File: config.mk
export PLATFORM = sky130hd
export DESIGN_NAME = can_mode_ctrl
export DESIGN_NICKNAME = d
export VERILOG_FILES = /design/src/rtl/can_mode_pkg.sv /design/src/rtl/can_mode_dp.sv /design/src/rtl/can_mode_fsm.sv /design/src/rtl/can_mode_ctrl.sv
export SDC_FILE = /design/constraint.sdc
export NUM_CORES = 1
export LEC_CHECK = 0
export ABC_AREA = 1
export BUFFER_PORTS_ARGS = -buffer_cell sky130_fd_sc_hd__buf_2
export CORE_AREA = 3 3 40 42
export CTS_BUF_LIST = sky130_fd_sc_hd__clkbuf_8 sky130_fd_sc_hd__clkbuf_16
export DETAILED_ROUTE_END_ITERATION = 10
export DIE_AREA = 0 0 43 45
export GPL_TIMING_DRIVEN = 1
export SLEW_MARGIN = 20
export SYNTH_ARGS = -nofsm -noshare
export SYNTH_HDL_FRONTEND = slang
export SYNTH_SLANG_ARGS = --single-unit
File: constraint.sdc
create_clock -name clk -period 1.2 [get_ports clk]
set_input_delay 0.06 -clock clk [delete_from_list [all_inputs] [get_ports clk]]
set_output_delay 0.06 -clock clk [all_outputs]
set_load 0.02 [all_outputs]
File: src/rtl/can_mode_pkg.sv
package can_mode_pkg;
  typedef enum logic {
    MODE_CONFIG = 1'b0,
    MODE_RUN    = 1'b1
  } modeE;

  typedef struct packed {
    logic cntClr;
    logic cntInc;
  } cntCmdT;
endpackage

File: src/rtl/can_mode_dp.sv
module can_mode_dp
  import can_mode_pkg::*;
#(
  parameter int SYNC_BITS = 11,
  localparam int CNT_W = $clog2(SYNC_BITS + 1)
) (
  input  logic   clk,
  input  logic   rst_n,
  input  cntCmdT cmd,
  input  logic   initAck,
  input  logic   loopEn,
  input  logic   rxPin,
  input  logic   txBit,
  output logic   txPin,
  output logic   rxBit,
  output logic   lastBit,
  output logic   syncOk
);
  logic [CNT_W-1:0] runCnt;

  // recessive output while off the bus
  assign txPin = initAck ? 1'b1 : txBit;
  // loopback takes the internal transmit level
  assign rxBit = loopEn ? txPin : rxPin;

  always_ff @(posedge clk or negedge rst_n) begin
    if (!rst_n) begin
      runCnt <= '0;
    end else if (cmd.cntClr) begin
      runCnt <= '0;
    end else if (cmd.cntInc && (runCnt != CNT_W'(SYNC_BITS))) begin
      runCnt <= runCnt + 1'b1;
    end
  end

  assign lastBit = (runCnt == CNT_W'(SYNC_BITS - 1));
  assign syncOk  = (runCnt == CNT_W'(SYNC_BITS));
endmodule

File: src/rtl/can_mode_fsm.sv
module can_mode_fsm
  import can_mode_pkg::*;
(
  input  logic   clk,
  input  logic   rst_n,
  input  logic   bitTick,
  input  logic   initReq,
  input  logic   rxBit,
  input  logic   lastBit,
  output cntCmdT cmd,
  output logic   initAck
);
  modeE mode, modeNxt;

  always_comb begin
    modeNxt = mode;
    cmd     = '0;
    if (bitTick) begin
      unique case (mode)
        MODE_CONFIG: begin
          if (initReq) begin
            cmd.cntClr = 1'b1;
          end else if (rxBit) begin
            cmd.cntInc = 1'b1;
            if (lastBit) modeNxt = MODE_RUN;
          end else begin
            cmd.cntClr = 1'b1;
          end
        end
        MODE_RUN: begin
          if (initReq) begin
            cmd.cntClr = 1'b1;
            modeNxt    = MODE_CONFIG;
          end
        end
        default: modeNxt = MODE_CONFIG;
      endcase
    end
  end

  always_ff @(posedge clk or negedge rst_n) begin
    if (!rst_n) mode <= MODE_CONFIG;
    else        mode <= modeNxt;
  end

  assign initAck = (mode == MODE_CONFIG);
endmodule

File: src/rtl/can_mode_ctrl.sv
module can_mode_ctrl
  import can_mode_pkg::*;
#(
  parameter int SYNC_BITS = 11
) (
  input  logic clk,
  input  logic rst_n,
  input  logic bitTick,
  input  logic initReq,
  input  logic loopEn,
  input  logic rxPin,
  input  logic txBit,
  output logic txPin,
  output logic rxBit,
  output logic initAck,
  output logic syncOk
);
  cntCmdT cmd;
  logic   lastBit;

  can_mode_fsm fsmI (
    .clk     (clk),
    .rst_n   (rst_n),
    .bitTick (bitTick),
    .initReq (initReq),
    .rxBit   (rxBit),
    .lastBit (lastBit),
    .cmd     (cmd),
    .initAck (initAck)
  );

  can_mode_dp #(.SYNC_BITS(SYNC_BITS)) dpI (
    .clk     (clk),
    .rst_n   (rst_n),
    .cmd     (cmd),
    .initAck (initAck),
    .loopEn  (loopEn),
    .rxPin   (rxPin),
    .txBit   (txBit),
    .txPin   (txPin),
    .rxBit   (rxBit),
    .lastBit (lastBit),
    .syncOk  (syncOk)
  );
endmodule

==> impl_metrics.json, run 1 <==
{
  "total_power_uw": 638,
  "syn_to_final_growth_pct": 42.4,
  "rows": 13,
  "diodes": 0,
  "ys_seq_area_frac": 0.312,
  "hold_viol_final": 0,
  "die_w_um": 43,
  "port_buffers": 10,
  "syn_avg_cell_area_sq_um": 7.72,
  "grt-ovfl-total": 0,
  "hold_class": "primary input to flop",
  "htreeDepth": 1,
  "drt_pass1_iterations": 2,
  "fin_crit_sh": 0.956,
  "cts_buffers": 3,
  "clockBufferDepth": 2,
  "setup.worst_path.class": "flop to output pin",
  "grt_pass1_vias": 344,
  "cp-start-kind": "flop",
  "pwr-share-clk": 0.459,
  "path_clk_slew_ns": 0.03,
  "clkLatencyLatePin_ns": 0.22,
  "coreArea_sq_mm": 0.00128,
  "yosysWarningCount": 0,
  "yosysTopAreaCell": "dfrtp_1",
  "min_period_ns": 1.15,
  "ios": 11,
  "route.detailed.drc": 0,
  "stdcell_count": 84,
  "p_seq_frac": 0.318,
  "yosysUniqueCellTypes": 17,
  "wl_um": 787,
  "regArea_sq_um": 126,
  "grt_max_degree": 7,
  "grt_antenna_before_repair": 0,
  "drv_slew": 0,
  "n_fill_cell": 126,
  "gp_congestion": 0.733,
  "via_count": 366,
  "drt_iter0_markers": 4,
  "wl_per_cell_um": 9.37,
  "relSlewSlack": 0.856,
  "internal_power_uw": 465,
  "crit_fanout": 3,
  "drive_gt1_frac": 0.406,
  "yosysMostFrequentCell": "nand2_1",
  "switchingPower_uw": 173,
  "numPlacedInstances": 79,
  "syn_area_sq_um": 402,
  "crit_arrival_ns": 1.09,
  "multiInputGateArea_sq_um": 255,
  "grt_use_total": 0.0929,
  "yosys_register_bits": 5,
  "outcome": "completed",
  "endpoint": "syncOk",
  "grt_pass1_wl_um": 1320,
  "final_area_sq_um": 572,
  "p_per_area_mw_per_mm2": 1120,
  "syn_nets": 61,
  "synth_top_area_frac": 0.312,
  "synthFlopType": "dfrtp_1",
  "dieArea_sq_mm": 0.00194,
  "r2r-end": "fsmI.mode",
  "die_h_um": 45,
  "crit_path_start": "dpI.runCnt[0]",
  "comb_power_share": 0.223,
  "cts_sinks": 5,
  "rrSetupSlack_ns": 0.06,
  "setup_violations": 0,
  "end_kind": "output pin",
  "required_ns": 1.14,
  "viasPerCell": 4.36,
  "tightest_slew_ns": 0.216,
  "ys_top_cells_by_area": "dfrtp_1, nand2_1, inv_1",
  "clock-root-buffer": "clkbuf_8",
  "ant_nets": 0,
  "rsz0062_at_grt": "yes",
  "irDropWorstVdd_v": 0.000715,
  "cts_tree": "done",
  "fin_nets": 79,
  "fmax_mhz": 872,
  "timing.rr.start": "dpI.runCnt[1]",
  "reg2regPathDepth": 5,
  "initial_core_util": 0.313,
  "fin_util": 0.445,
  "cap_viol_max_count": 0,
  "synth_edf_count": 0,
  "place_hpwl_um": 665,
  "netSwitchingFraction": 0.272,
  "synth_common_cells": "nand2_1, inv_1, dfrtp_1, nand3_1",
  "clock_skew_ns": 0.000539,
  "place_area_sq_um": 485,
  "netlist_instances": 52,
  "async_flop_share": 1.00,
  "leakage_uw": 0.000353
}
[placed cells by master, fill, tap and decap left out, drive strengths merged]
cell	instances
xor2	1
nor3b	1
nor2	4
dfrtp	5
clkbuf	3
nand4	1
nand2	15
inv	13
dlygate4sd3	1
ha	2
nand3b	1
a21oi	2
buf	12
nand3	8
[power groups by stage]
stage                     Sequential (uW)  Clock (uW)  Combinational (uW)
final                                 203         293                 142
after CTS                             197         304                 137
after floorplan                       201           0                78.9
after global routing                  207         325                 161
after global placement                198           0                 132
after detailed placement              199           0                 134
[kinds of logic after synthesis]
family,after synthesis,synth area share
adder cells (fa/ha/maj),2,0.0623
buffers and inverters,12,0.112
AO/OA/AOI/OAI,2,0.0249
AND/OR/NAND/NOR,30,0.467
XOR/XNOR,1,0.0218
flip-flops,5,0.312
[state kept, by name (all words and copies together), names as in the netlist]
| signal | cells |
|---|---|
| fsmI.mode | 1 |
| dpI.runCnt | 4 |
[how the worst min path moves through the flow]
stage	startpoint	endpoint	slack [ns]	cells past startpoint
3_5_place_dp	rst_n	dpI.runCnt[3]	-0.12	1
4_1_cts	bitTick	fsmI.mode	0.11	3
2_1_floorplan	rst_n	dpI.runCnt[0]	-0.24	0
5_1_grt	bitTick	fsmI.mode	0.12	3
3_3_place_gp	rst_n	dpI.runCnt[3]	-0.12	1
6_report	bitTick	fsmI.mode	0.11	3
[timing repair]
item / in CTS / in global routing
pin swaps: 0 / 1
setup buffers: 0 / 0
gates resized for setup: 1 / 7
endpoints found under the hold margin: 5 / 0
endpoints found under the setup margin: 4 / 7
hold buffers: 1 / 0
[through the flow]
step / hold slack, ns / setup TNS [ns] / worst slack (ns)
2_1_floorplan: -0.236 / 0 / 0.0592
3_3_place_gp: -0.115 / 0 / 0.0125
3_5_place_dp: -0.118 / -0.00848 / -0.00603
4_1_cts: 0.114 / 0 / 0.0152
5_1_grt: 0.115 / -0.00420 / -0.00420
6_report: 0.111 / 0 / 0.0528
[layer usage]
layer | vias up | global-route usage | part of all wire
li1 | 195 | - | -
met4 | 0 | 0.0181 | 0
met3 | 0 | 0.0478 | 0.034
met1 | 167 | 0.115 | 0.44
met2 | 4 | 0.147 | 0.52
met5 | - | 0 | 0
[cell type report]
type	instances	area share
sequential	5	0.221
multi-input combinational	35	0.446
inverter	12	0.0788
clock buffer	3	0.0722
clock inverter	1	0.00656
tap	15	0.0328
timing repair buffer	13	0.142
[critical path: stages (launching register included)]
cell	delay, ns
dfrtp_1	0.41
ha_4	0.19
nand3b_4	0.08
inv_1	0.04
buf_4	0.14
Note: power is estimated with default switching activity, not from simulation.
==> inputs of run 2 (changes only) <==
ABC_AREA = 0   (was 1)
clock period = 1.35 ns   (was 1.2 ns; I/O delays follow)
==> run 2 against run 1 <==
The flow now finishes with violations (negative setup slack). Via count is 13% lower. Worst hold slack worse by 0.064 ns. Setup slack worse by 0.19 ns. Synthesized cell count is 38% lower. Power is 17% lower. Non-clock buffer count is 5 higher. Sequential power is 19% lower. Combinational power is 41% lower. Critical endpoint is now dpI.runCnt[0]. Clock skew is 0.0046 ns higher. Global-route usage is 0.84 points higher.
==> impl_metrics.json, run 2 <==
{
  "synthFlopType": "dfrtp_1",
  "synth_top_area_frac": 0.375,
  "clock_skew_ns": 0.00510,
  "dieArea_sq_mm": 0.00194,
  "min_to": "fsmI.mode",
  "diodes": 0,
  "grt.met3_usage": 0.0598,
  "cts_buffers": 3,
  "setup.worst_path.class": "flop to flop",
  "htreeDepth": 1,
  "drt_iter0_markers": 2,
  "syn_nets": 41,
  "syn_avg_cell_area_sq_um": 10.4,
  "die_h_um": 45,
  "path_clk_slew_ns": 0.04,
  "violations": "negative setup slack",
  "via_count": 320,
  "drive_gt1_frac": 0.537,
  "hold_class": "primary input to flop",
  "viasPerCell": 4.64,
  "die_w_um": 43,
  "yosys_register_bits": 5,
  "ys_top_cells_by_area": "dfrtp_1, ha_1, inv_1",
  "yosysTopAreaCell": "dfrtp_1",
  "worstPathCellList": "ha_2 -> and3b_4 -> or4b_4 -> mux2i_1",
  "clockBufferDepth": 2,
  "largest_reg_flops": 4,
  "cp_num_buf_inv": 0,
  "place_hpwl_um": 596,
  "fmax_mhz": 674,
  "p_per_area_mw_per_mm2": 999,
  "grt_max_degree": 8,
  "crit_slowest_cell": "or4b_4",
  "hold_depth": 2,
  "use_met2": 0.159,
  "synth_common_cells": "inv_1, dfrtp_1",
  "regMostFlops": "dpI.runCnt",
  "final_cell_mix": "buf_2, buf_4, inv_1",
  "whs_ns": 0.0473,
  "drv_slew": 0,
  "reg.largest.list": "dpI.runCnt: 4 flops, fsmI.mode: 1 flops",
  "grt-ovfl-total": 0,
  "min_period_ns": 1.48,
  "hp-start": "initReq",
  "r2r-end": "dpI.runCnt[0]",
  "coreArea_sq_mm": 0.00128,
  "rsz0062_at_grt": "yes",
  "grt_pass1_wl_um": 1300,
  "initial_core_util": 0.260,
  "fin_nets": 64,
  "rrSetupSlack_ns": -0.13,
  "cpPeakStageDelay_ns": 0.48,
  "cp-start-kind": "flop",
  "hold_viol_final": 0,
  "grt_pass1_vias": 320,
  "ys_seq_area_frac": 0.375,
  "outcome": "finished, violations left",
  "gr-usage-met1": 0.108,
  "setup_violations": 2,
  "fin_util": 0.411,
  "crit_path_start": "dpI.runCnt[1]",
  "relSlewSlack": 0.786,
  "cap_viol_max_count": 0,
  "top_usage_layer": "met2",
  "reg2regPathDepth": 4,
  "yosysWarningCount": 0,
  "end_kind": "flop",
  "cts_tree": "done",
  "netlist_instances": 32,
  "syn_area_sq_um": 334,
  "crit_arrival_ns": 1.63,
  "crit_family": "simple AND/OR/NAND/NOR gates",
  "tightest_slew_ns": 0.321,
  "fin_crit_sh": 1.10,
  "route.detailed.drc": 0,
  "clkLatencyLatePin_ns": 0.23,
  "ant_nets": 0,
  "layout_commonest_cell": "buf_2",
  "grt_use_total": 0.101,
  "gp_congestion": 0.780,
  "irDropWorstVdd_v": 0.000484,
  "rows": 13,
  "wl_um": 819,
  "port_buffers": 10,
  "yosysMostFrequentCell": "inv_1",
  "wl_per_cell_um": 11.9,
  "finalWorstSetupSlack_ns": -0.133,
  "grt_antenna_before_repair": 0,
  "final_area_sq_um": 528,
  "syn_to_final_growth_pct": 58.1,
  "clock-root-buffer": "clkbuf_8",
  "drt_pass1_iterations": 4,
  "required_ns": 1.50,
  "timing.rr.start": "dpI.runCnt[1]",
  "yosysUniqueCellTypes": 17,
  "ios": 11,
  "total_power_uw": 527,
  "cts_sinks": 5,
  "async_flop_share": 1.00,
  "place_area_sq_um": 443,
  "crit_fanout": 3,
  "synth_edf_count": 0,
  "leakage_uw": 0.000259
}
-- run 2: cell types whose count changed after synthesis, sizes merged, moves of 2 or more --
cell	change
nand3	-6
nand2	-15
inv	-6
mux2i	+2
mux2	+2
a221oi	+2
nor2	-4
-- run 2: cell families after synthesis --
kind of cell | synth area share
flops | 0.375
fa+ha+maj | 0.0749
buf+inv | 0.0674
mux | 0.127
simple gates | 0.184
compound gates | 0.172
-- run 2: how the worst max path moves through the flow --
stage,to,depth (start not counted)
6_report,dpI.runCnt[0],4
3_5_place_dp,dpI.runCnt[0],4
5_1_grt,dpI.runCnt[0],4
3_3_place_gp,dpI.runCnt[0],4
2_1_floorplan,dpI.runCnt[0],4
4_1_cts,dpI.runCnt[0],4
-- run 2: layer usage --
| metal | up-vias | wire [um] |
|---|---|---|
| li1 | 161 | - |
| met1 | 145 | 360 |
| met2 | 10 | 375 |
| met3 | 4 | 59 |
| met4 | 0 | 24 |
| met5 | - | 0 |
-- run 2: per-stage QoR --
step | setup TNS (ns) | setup WS [ns] | instances
3_3_place_gp | -0.208 | -0.146 | 62
6_report | -0.220 | -0.133 | 69
4_1_cts | -0.223 | -0.135 | 68
5_1_grt | -0.352 | -0.183 | 69
2_1_floorplan | -0.215 | -0.117 | 32
3_5_place_dp | -0.210 | -0.119 | 62
-- run 2: worst reg2reg max path, stage by stage (launching register included) --
cell,delay [ns]
dfrtp_1,0.39
ha_2,0.18
and3b_4,0.19
or4b_4,0.48
mux2i_1,0.16
-- run 2: cell type report --
type	instances	area, sq um
fill	128	757
multi-input combinational	21	198
clock inverter	1	3.75
sequential	5	125
tap	15	18.8
timing repair buffer	18	119
inverter	6	22.5
clock buffer	3	41.3
-- run 2: repair_timing --
action	4_1_cts	5_1_grt
setup endpoints to repair	2	3
buffers inserted	1	1
pin swaps	0	1
gates resized for setup	0	5
hold buffers	1	0
hold endpoints to repair	5	0
-- run 2: power by group --
group	switching (uW)	internal, uW	leakage, uW
clock network	82.8	196	0.0000269
logic	38.2	45.1	0.000164
registers	6.54	159	0.0000681
total	128	400	0.000259
==> inputs of run 3 (changes only) <==
REMOVE_ABC_BUFFERS = 1   (was not set)
==> run 3 against run 2 <==
The flow still finishes with violations (negative setup slack). Global-route usage fell by 0.84 points. Sequential power barely moved. Core utilization rose by 1.4 points.
==> impl_metrics.json, run 3 (synthesis gave the netlist of run 2 again) <==
{
  "outcome": "finished, violations left",
  "violations": "negative setup slack",
  "crit_family": "simple AND/OR/NAND/NOR gates",
  "grt_antenna_before_repair": 0,
  "route.detailed.drc": 0,
  "grt_pass1_wl_um": 1240,
  "viasPerCell": 4.70,
  "ant_nets": 0,
  "gp_congestion": 0.757,
  "tightest_slew_ns": 0.334,
  "fin_crit_sh": 1.09,
  "n_fill_cell": 127,
  "setup.worst_path.class": "flop to flop",
  "cts_tree": "done",
  "grt_max_degree": 7,
  "ios": 11,
  "drive_gt1_frac": 0.600,
  "diodes": 0,
  "wl_um": 816,
  "grt_use_total": 0.0929,
  "rsz0062_at_grt": "yes",
  "dieArea_sq_mm": 0.00194,
  "setup_violations": 2,
  "leakage_uw": 0.000261,
  "crit_arrival_ns": 1.61,
  "relSlewSlack": 0.777,
  "grt_pass1_vias": 300,
  "clkLatencyLatePin_ns": 0.22,
  "hold_class": "primary input to flop",
  "crit_slowest_cell": "or4b_4",
  "path_clk_slew_ns": 0.04,
  "finalWorstSetupSlack_ns": -0.122,
  "cts_sinks": 5,
  "fin_util": 0.425,
  "crit_fanout": 3,
  "fin_nets": 65,
  "layout_commonest_cell": "buf_2",
  "clock-root-buffer": "clkbuf_8",
  "grt-ovfl-total": 0,
  "drt_iter0_markers": 2,
  "regMostFlops": "dpI.runCnt",
  "fmax_mhz": 679,
  "initial_core_util": 0.260,
  "htreeDepth": 1,
  "p_per_area_mw_per_mm2": 965,
  "largest_reg_flops": 4,
  "worstPathCellList": "ha_2 -> and3b_4 -> or4b_4 -> mux2i_1",
  "port_buffers": 10,
  "drv_slew": 0,
  "rows": 13,
  "cp-start-kind": "flop",
  "place_area_sq_um": 440,
  "cap_viol_max_count": 0,
  "via_count": 329,
  "coreArea_sq_mm": 0.00128,
  "final_cell_mix": "buf_2, buf_4, inv_1",
  "cts_buffers": 3,
  "wl_per_cell_um": 11.7,
  "hold_viol_final": 0,
  "required_ns": 1.49,
  "cp_num_buf_inv": 0,
  "clock_skew_ns": 0.00442,
  "total_power_uw": 526,
  "place_hpwl_um": 634,
  "final_area_sq_um": 546,
  "end_kind": "flop",
  "irDropWorstVdd_v": 0.000712,
  "min_period_ns": 1.47,
  "syn_to_final_growth_pct": 63.3,
  "reg.largest.list": "dpI.runCnt: 4 flops, fsmI.mode: 1 flops",
  "die_h_um": 45,
  "clockBufferDepth": 2,
  "die_w_um": 43,
  "drt_pass1_iterations": 2,
  "cpPeakStageDelay_ns": 0.48
}
==> run 3: cell count changes in the layout (fill, tap and decap cells not counted), sizes merged <==
cell  delta
buf      +1
==> run 3: power by group <==
group          internal (uW)  switching (uW)  leakage (uW)  total (uW)
clock                    195            76.1     0.0000269         271
combinational           48.5            42.9      0.000166        91.4
sequential               159            4.87     0.0000681         164
total                    403             124      0.000261         526
==> run 3: metrics by stage <==
step	TNS [ns]	cells	hold slack (ns)	setup slack, ns
3_3_place_gp	-0.258	62	-0.109	-0.158
5_1_grt	-0.298	70	0.0741	-0.189
3_5_place_dp	-0.326	62	-0.109	-0.184
6_report	-0.203	70	0.0544	-0.122
2_1_floorplan	-0.284	32	-0.228	-0.144
4_1_cts	-0.224	68	0.0599	-0.139
==> run 3: layer usage <==
metal | global-route usage | wire [um] | up-vias
met1 | 0.103 | 379 | 158
met2 | 0.141 | 386 | 5
li1 | - | - | 164
met3 | 0.0398 | 30 | 2
met5 | 0 | 0 | -
met4 | 0.0723 | 21 | 0
==> run 3: layout make-up <==
cell class / count / area (sq um) / share of cell area
clock buffer: 3 / 41.3 / 0.0757
tap: 15 / 18.8 / 0.0344
inverter: 6 / 22.5 / 0.0413
clock inverter: 1 / 3.75 / 0.00688
sequential: 5 / 125 / 0.229
multi-input combinational: 21 / 214 / 0.392
timing repair buffer: 19 / 120 / 0.220
==> run 3: worst register-to-register path, cell delays in order, from the launching register on <==
cell,delay [ns]
dfrtp_1,0.38
ha_2,0.18
and3b_4,0.19
or4b_4,0.48
mux2i_1,0.15
==> run 3: repair_timing <==
| item | 4_1_cts | 5_1_grt |
|---|---|---|
| pin swaps | 1 | 2 |
| resized for setup | 1 | 6 |
| hold buffers | 1 | 0 |
| hold endpoints to repair | 5 | 0 |
| setup endpoints to repair | 2 | 4 |
| buffers inserted | 1 | 2 |
| cloned | 0 | 0 |
==> run 3: worst paths after layout <==
check	start	end	slack, ns	cells after the start
worst max-delay path	dpI.runCnt[1]	dpI.runCnt[0]	-0.12	4
worst min register to register	dpI.runCnt[2]	dpI.runCnt[2]	0.60	2
worst max register to register	dpI.runCnt[1]	dpI.runCnt[0]	-0.12	4
max in group asynchronous	rst_n	dpI.runCnt[2]	1.02	2
worst min-delay path	initReq	fsmI.mode	0.05	2
min in group asynchronous	rst_n	dpI.runCnt[0]	0.19	2
